$ cat config.mk
export PLATFORM = sky130hd
export DESIGN_NAME = irq_alias_status
export DESIGN_NICKNAME = d
export VERILOG_FILES = /design/src/rtl/irq_pkg.sv /design/src/rtl/irq_sticky_bank.sv /design/src/rtl/irq_cfg_regs.sv /design/src/rtl/irq_read_port.sv /design/src/rtl/irq_alias_status.sv
export SDC_FILE = /design/constraint.sdc
export NUM_CORES = 1
export LEC_CHECK = 0
export ABC_AREA = 1
export BUFFER_PORTS_ARGS = -buffer_cell sky130_fd_sc_hd__buf_2
export CAP_MARGIN = 20
export CELL_PAD_IN_SITES_DETAIL_PLACEMENT = 1
export CELL_PAD_IN_SITES_GLOBAL_PLACEMENT = 2
export CORE_MARGIN = 3
export CORE_UTILIZATION = 27
export DETAILED_ROUTE_END_ITERATION = 10
export PLACE_DENSITY = 0.71
export SYNTH_ARGS = -nofsm -noshare
export SYNTH_HDL_FRONTEND = slang
export SYNTH_SLANG_ARGS = --single-unit
export TNS_END_PERCENT = 50
$ cat constraint.sdc
create_clock -name clk -period 0.9 [get_ports clk]
set_input_delay 0.045 -clock clk [delete_from_list [all_inputs] [get_ports clk]]
set_output_delay 0.045 -clock clk [all_outputs]
set_load 0.01 [all_outputs]
$ cat src/rtl/irq_pkg.sv
package irq_pkg;
  localparam int STAT_W   = 32;
  localparam int EV_W     = 11;
  localparam int LVL_W    = 6;
  localparam int LVL_LSB  = 13;
  localparam int SUM_BIT  = 12;
  localparam int IDX_W    = 13;
  localparam int IDX_LSB  = LVL_LSB + LVL_W;
  localparam int MASK_W   = IDX_LSB;
  localparam int ADDR_W   = 2;

  localparam logic [ADDR_W-1:0] ADR_STAT  = 2'd0;
  localparam logic [ADDR_W-1:0] ADR_MASK  = 2'd1;
  localparam logic [ADDR_W-1:0] ADR_ACLR  = 2'd2;
  localparam logic [ADDR_W-1:0] ADR_ALIAS = 2'd3;

  // error class: two tag errors, length mismatch, all level summaries
  localparam logic [STAT_W-1:0] ERR_SEL = 32'h0007_E448;
  // bits that feed the interrupt line (summary and reserved excluded)
  localparam logic [MASK_W-1:0] IRQ_SRC = 19'h7_E7FF;
endpackage

$ cat src/rtl/irq_sticky_bank.sv
module irq_sticky_bank #(
  parameter int W = 11
) (
  input  logic         clk,
  input  logic         rst_n,
  input  logic [W-1:0] set_i,
  input  logic [W-1:0] clr_i,
  output logic [W-1:0] q_o
);
  for (genvar k = 0; k < W; k++) begin : g_flag
    logic flag_q;
    always_ff @(posedge clk or negedge rst_n) begin
      if (!rst_n)          flag_q <= 1'b0;
      else if (set_i[k])   flag_q <= 1'b1;   // a new event outranks a clear
      else if (clr_i[k])   flag_q <= 1'b0;
    end
    assign q_o[k] = flag_q;
  end
endmodule

$ cat src/rtl/irq_cfg_regs.sv
module irq_cfg_regs
  import irq_pkg::*;
#(
  parameter int MW = MASK_W,
  parameter int CW = EV_W
) (
  input  logic              clk,
  input  logic              rst_n,
  input  logic              wr_en,
  input  logic [ADDR_W-1:0] addr,
  input  logic [MW-1:0]     wr_data,
  output logic [MW-1:0]     mask_o,
  output logic [CW-1:0]     aclr_o
);
  logic [MW-1:0] mask_q;
  logic [CW-1:0] aclr_q;

  always_ff @(posedge clk or negedge rst_n) begin
    if (!rst_n) begin
      mask_q <= '1;
      aclr_q <= '0;
    end else if (wr_en) begin
      case (addr)
        ADR_MASK: mask_q <= wr_data;
        ADR_ACLR: aclr_q <= wr_data[CW-1:0];
        default:  ;
      endcase
    end
  end

  assign mask_o = mask_q;
  assign aclr_o = aclr_q;
endmodule

$ cat src/rtl/irq_read_port.sv
module irq_read_port
  import irq_pkg::*;
(
  input  logic              clk,
  input  logic              rst_n,
  input  logic              rd_en,
  input  logic [ADDR_W-1:0] addr,
  input  logic [STAT_W-1:0] stat_i,
  input  logic [MASK_W-1:0] mask_i,
  input  logic [EV_W-1:0]   aclr_i,
  output logic [STAT_W-1:0] rd_data_o,
  output logic [EV_W-1:0]   clr_o
);
  logic [STAT_W-1:0] sel;
  logic [STAT_W-1:0] rd_q;

  always_comb begin
    sel   = '0;
    clr_o = '0;
    case (addr)
      ADR_STAT: begin
        sel = stat_i;
        if (rd_en) clr_o = '1;
      end
      ADR_ALIAS: begin
        sel = stat_i;
        if (rd_en) clr_o = aclr_i;
      end
      ADR_MASK: sel[MASK_W-1:0] = mask_i;
      default:  sel[EV_W-1:0]   = aclr_i;
    endcase
  end

  always_ff @(posedge clk or negedge rst_n) begin
    if (!rst_n)     rd_q <= '0;
    else if (rd_en) rd_q <= sel;
  end

  assign rd_data_o = rd_q;
endmodule

$ cat src/rtl/irq_alias_status.sv
module irq_alias_status
  import irq_pkg::*;
(
  input  logic              clk,
  input  logic              rst_n,
  input  logic [EV_W-1:0]   ev_i,
  input  logic [LVL_W-1:0]  lvl_i,
  input  logic [IDX_W-1:0]  txc_idx_i,
  input  logic [ADDR_W-1:0] reg_addr,
  input  logic              reg_wr_en,
  input  logic [MASK_W-1:0] reg_wr_data,
  input  logic              reg_rd_en,
  output logic [STAT_W-1:0] reg_rd_data,
  output logic              irq_o,
  output logic              err_o
);
  logic [EV_W-1:0]   sticky;
  logic [EV_W-1:0]   clr_req;
  logic [MASK_W-1:0] mask;
  logic [EV_W-1:0]   aclr;
  logic [STAT_W-1:0] stat_word;
  logic              irq_q;
  logic              err_q;

  irq_sticky_bank #(.W(EV_W)) u_sticky (
    .clk   (clk),
    .rst_n (rst_n),
    .set_i (ev_i),
    .clr_i (clr_req),
    .q_o   (sticky)
  );

  irq_cfg_regs u_cfg (
    .clk     (clk),
    .rst_n   (rst_n),
    .wr_en   (reg_wr_en),
    .addr    (reg_addr),
    .wr_data (reg_wr_data),
    .mask_o  (mask),
    .aclr_o  (aclr)
  );

  always_comb begin
    stat_word = '0;
    stat_word[EV_W-1:0]               = sticky;
    stat_word[SUM_BIT]                = irq_q;
    stat_word[LVL_LSB +: LVL_W]       = lvl_i;
    stat_word[IDX_LSB +: IDX_W]       = txc_idx_i;
  end

  irq_read_port u_rd (
    .clk       (clk),
    .rst_n     (rst_n),
    .rd_en     (reg_rd_en),
    .addr      (reg_addr),
    .stat_i    (stat_word),
    .mask_i    (mask),
    .aclr_i    (aclr),
    .rd_data_o (reg_rd_data),
    .clr_o     (clr_req)
  );

  always_ff @(posedge clk or negedge rst_n) begin
    if (!rst_n) begin
      irq_q <= 1'b0;
      err_q <= 1'b0;
    end else begin
      irq_q <= |(stat_word[MASK_W-1:0] & ~mask & IRQ_SRC);
      err_q <= |(stat_word & ERR_SEL);
    end
  end

  assign irq_o = irq_q;
  assign err_o = err_q;
endmodule

# Word-level counts from Yosys, hierarchy flattened

Index checks and enable logic that the tools add are counted.
Widths: inputs -> output; s select.

Multiplexer cells: 28
Bitwise gates (word level): 2
Eq/ne operators: 3
Reduce and logical (&&, ||, !) cells: 17

Operators by type and width:

| operator           | number |
|---|---|
| $pmux 11 s2        | 2 |
| $mux 1             | 22 |
| $mux 11            | 2 |
| $reduce_bool 2->1  | 11 |
| $and 19x19->19     | 1 |
| $not 19->19        | 1 |
| $reduce_or 17->1   | 1 |
| $pmux 8 s2         | 1 |
| $mux 13            | 1 |
| $reduce_or 9->1    | 1 |
| $eq 2x2->1 const B | 2 |
| $reduce_and 2->1   | 2 |
| $eq 2x1->1 const B | 1 |
| $logic_not 2->1    | 1 |
| $reduce_or 2->1    | 1 |

Logic and storage cells: 66
Register bits after elaboration: 75
Output and inout bits: 34

# Depth between registers and ports, before layout

Word-level depth: 4
Mapped depth: 8

# Cells and area by module

A second synthesis with hierarchy kept.

Cells, all modules: 513
Area, all modules: 4035.1 um2

Modules (own cells, without submodules):

| module           | cells each | times used | area an instance (um2) |
|---|---|---|---|
| irq_read_port    | 258        | 1          | 1918.1 |
| irq_cfg_regs     | 136        | 1          | 1333.8 |
| irq_sticky_bank  | 66         | 1          | 523.0 |
| irq_alias_status | 53         | 1          | 260.2 |

# Worst setup path before layout

OpenSTA, ideal clock, no wires.

Kind: in2reg
From: input port reg_addr[0]
To: register u_rd.rd_q[14], in the netlist u_rd.rd_data_o[14]
Data arrival time: 0.971 ns
Required time: 0.823 ns
Cell stages on the path: 6
Buffers on the path: 1
Slack: -0.148 ns
Path through: inv_1 > ha_1 > inv_1 > clkbuf_1 > a22oi_1 > o21ai_1

Word-level cells in the longest chain between the ends: 3
Elaborated cells on any way between the ends: 5

RTL lines:

| item                                          | RTL line              | text |
|---|---|---|
| from (decl)                                   | irq_alias_status.sv:9 | `input logic [ADDR_W-1:0] reg_addr,` |
| $eq 2x2->1 or $logic_not 2->1 (tied branches) | irq_read_port.sv:20   | `case (addr)` |
| $reduce_or 2->1 (no line)                     | n/a                   |  |
| $pmux 8 s2 *                                  | irq_read_port.sv:20   |  |
| to (signal assigned)                          | irq_read_port.sv:36   | `else if (rd_en) rd_q <= sel;` |
| to (decl)                                     | irq_read_port.sv:15   | `logic [STAT_W-1:0] rd_q;` |

Mark *: on every way between the ends. The rest lies on a longest branch, timed or not.
A chain may end at the register's enable or synchronous reset.

# Worst setup path in the final report

From: register u_cfg.mask_q[4], in the netlist u_cfg.mask_o[4]
To: register irq_q, in the netlist irq_o

Word-level cells in the longest chain between the ends: 3

RTL lines:

| item                   | RTL line               | text |
|---|---|---|
| from (decl)            | irq_cfg_regs.sv:15     | `logic [MW-1:0] mask_q;` |
| from (signal assigned) | irq_cfg_regs.sv:24     | `ADR_MASK: mask_q <= wr_data;` |
| $not 19->19            | irq_alias_status.sv:68 | `irq_q <= \|(stat_word[MASK_W-1:0] & ~mask & IRQ_SRC);` |
| $and 19x19->19         | irq_alias_status.sv:68 |  |
| $reduce_or 17->1       | irq_alias_status.sv:68 |  |
| to (signal assigned)   | irq_alias_status.sv:68 |  |
| to (decl)              | irq_alias_status.sv:22 | `logic irq_q;` |

Every way passes these cells.

==> flow_metrics.tcl <==
set metrics [dict create \
    worstHoldStart "lvl_i[2]" \
    crit_fanout 2 \
    hold_viol_final 1 \
    slew_viol_final 0 \
    critPathKind "register to register" \
    ff2ff_setup_slack_ps -220 \
    cp-end-kind "register" \
    core_mm2 0.0122 \
    postPlaceCellArea_mm2 0.00442 \
    crit_start "u_cfg.mask_o[4]" \
    route.detailed.drc 0 \
    finalWirelength_um 11400 \
    antenna_found_initial 0 \
    rsz0062_at_grt "true" \
    synthCells 406 \
    dr.pass1.iters 4 \
    regArea_mm2 0.00190 \
    start_util_pct 28.1 \
    max_freq_mhz 896 \
    overflow 0 \
    fin_skew_ps 4.13 \
    async_reset_ff_share_pct 100 \
    die_h_um 119 \
    power_density_mw_per_mm2 1890 \
    grt_util_all_layers_pct 16.5 \
    post-route-min-period_ps 1120 \
    hp-class "input pin to register" \
    cts.path.max_buffers 2 \
    ant_nets 0 \
    hpwlAfterDp_um 7910 \
    worstSkewPairLatency_ps 330 \
    portBuffers 88 \
    setup_viol 19 \
    rr_startpoint "u_cfg.mask_o[4]" \
    clockRootBuffer "clkbuf_16" \
    yosysSeqAreaShare_pct 55.5 \
    n_antenna_cell 0 \
    outcome "finished with violations" \
    dp.cells 682 \
    slew_headroom_pct 77.5 \
    drive_gt1_share_pct 39.2 \
    cts_made_buffers 9 \
    grt_max_degree 30 \
    synth_fp_nets 466 \
    synth_edf_count 0 \
    final_area_mm2 0.00555 \
    max_cap_viol_count 0 \
    place_congestion 0.838 \
    grt_first_pass_wirelength_um 18500 \
    final_cells 749 \
    synth_area_per_cell_um2 8.44 \
    hold_ws_ps -4.75 \
    cp.required_ps 1110 \
    p_total_w 0.0105 \
    min_period_over_period_pct 124 \
    yosysUniqueCellTypes 22 \
    fillers 1465 \
    die_area_mm2 0.0141 \
    rows 40 \
    first_iter_violations 88 \
    final_core_util_pct 45.4 \
    peakVddDrop_v 0.000695 \
    path_clk_slew_ps 60 \
    die_w_um 119 \
    htreeDepth 3 \
    crit_path_start_kind "register" \
    p_leak_nw 2.82 \
    grt_pass1_vias 3559 \
    violations "negative hold slack, negative setup slack" \
    fin_ws_ps -216 \
    worst_pin_slew_ps 337 \
    fin_nets 636 \
    crit_arrival_ps 1320 \
    tritoncts "built" \
    netlist_area_mm2 0.00343 \
    synthFlopType "dfrtp_1" \
    area_delta_synth_final_pct 61.8 \
    yosysWarningCount 0 \
    cts_sinks 75 \
    synth-seq-cells 75 \
    routedWlPerCell_um 15.3 \
    vias 3332 \
    num_io_pins 89 \
    multiInputGateArea_mm2 0.00147 \
    viasPerCell 4.45 \
]
-- path summary, 6_finish.rpt --
path                                      endpoint  depth (start not counted)
min in group asynchronous       u_rd.rd_data_o[13]                          2
max in group asynchronous         u_cfg.mask_o[15]                          3
worst max-delay path                         irq_o                          7
worst min register to register  u_rd.rd_data_o[20]                          2
worst min-delay path                         err_o                          3
worst max register to register               irq_o                          7
-- final cells by class --
cell class	instances	share of cell area, %
Clock inverter	5	1.35
Clock buffer	11	4.56
Multi-Input combinational cell	265	26.5
Inverter	43	3.00
Tap cell	168	3.79
Sequential cell	75	34.3
Timing Repair Buffer	182	26.5
-- report_power, final --
part,switching (W),leakage (nW),internal (W)
clock network,0.00137,0.165,0.00256
registers,0.000305,0.856,0.00391
logic,0.00114,1.80,0.00121
-- sequential cells by signal (all words and copies together) (netlist names) --
name / cells
u_cfg.mask_o: 19
u_sticky.g_flag.flag_q: 11
err_o: 1
u_rd.rd_data_o: 32
u_cfg.aclr_o: 11
irq_o: 1
-- through the flow --
step                      setup TNS (ps)  setup slack, ps
after global routing               -2000             -279
after global placement            -14180             -342
final                               -635             -216
after floorplan                    -1060            -65.3
after detailed placement          -16750             -381
after CTS                          -1030             -198
-- logic make-up (layout without fill, tap and decap cells) --
group / after synthesis / in the layout / share of synthesized area [%]
AND/OR/NAND/NOR: 167 / 167 / 19.9
AO/OA/AOI/OAI: 91 / 91 / 14.6
flip-flops: 75 / 75 / 55.5
buffers and inverters: 66 / 241 / 7.56
adder cells (fa/ha/maj): 5 / 5 / 1.83
multiplexers: 2 / 2 / 0.657
-- timing repair --
| action | 4_1_cts | 5_1_grt |
|---|---|---|
| hold buffers | 44 | 1 |
| resized for setup | 39 | 56 |
| setup endpoints to repair | 33 | 63 |
| endpoints found under the hold margin | 110 | 1 |
| setup buffers | 5 | 6 |
| pin swaps | 10 | 21 |
-- worst max-delay path, cell delays in order, from the launching register on --
cell and delay (ps):
dfstp_2 530, inv_1 50, nand2_1 60, nand2_1 60
inv_1 50, nand2_1 50, nor2_2 100, nand3_1 80
-- cell usage after synthesis (2+ instances only) --
library cell	number	area share [%]
clkbuf_1	14	1.5
dfrtp_1	56	41
buf_1	2	0.22
o21ai_1	18	2.6
nand2_1	121	13
inv_1	42	4.6
nand3_1	30	4.4
buf_2	6	0.88
mux2_2	2	0.66
nor2_1	10	1.1
dfstp_2	19	15
a22oi_1	7	1.5
o21bai_1	11	2.4
a21oi_1	23	3.4
o21ai_0	32	4.7
ha_1	5	1.8
nand3b_1	3	0.66
-- cell usage in the layout (no fill, tap or decap) --
| master | n |
|---|---|
| dfrtp_1 | 55 |
| a22oi_2 | 3 |
| nor2_2 | 1 |
| dfrtp_2 | 1 |
| a22oi_1 | 4 |
| dfstp_2 | 19 |
| nand3b_1 | 3 |
| bufinv_16 | 2 |
| o21bai_1 | 11 |
| nand2_4 | 4 |
| a21oi_1 | 12 |
| nand3_2 | 1 |
| or2_1 | 1 |
| ha_1 | 3 |
| dlygate4sd3_1 | 45 |
| nand2_1 | 107 |
| o21ai_0 | 20 |
| inv_2 | 6 |
| inv_4 | 2 |
| buf_6 | 24 |
| ha_4 | 2 |
| buf_4 | 25 |
| inv_1 | 35 |
| nor3_4 | 1 |
| clkbuf_8 | 2 |
| nand3_1 | 29 |
| clkinv_2 | 3 |
| nor2_1 | 9 |
| buf_2 | 80 |
| buf_12 | 8 |
| nand2_2 | 10 |
| mux2_2 | 2 |
| a21oi_2 | 11 |
| o21ai_1 | 19 |
| clkbuf_16 | 9 |
| nor4_2 | 1 |
| o21ai_2 | 11 |
-- per-layer routing --
metal / routed length, um / GRT usage, % / up-vias
met5: 0 / 0 / -
li1: - / - / 1646
met2: 5480 / 27.6 / 70
met1: 5430 / 21.7 / 1604
met4: 188 / 6.15 / 0
met3: 328 / 2.54 / 12
Power figures use the tool's default switching activity.
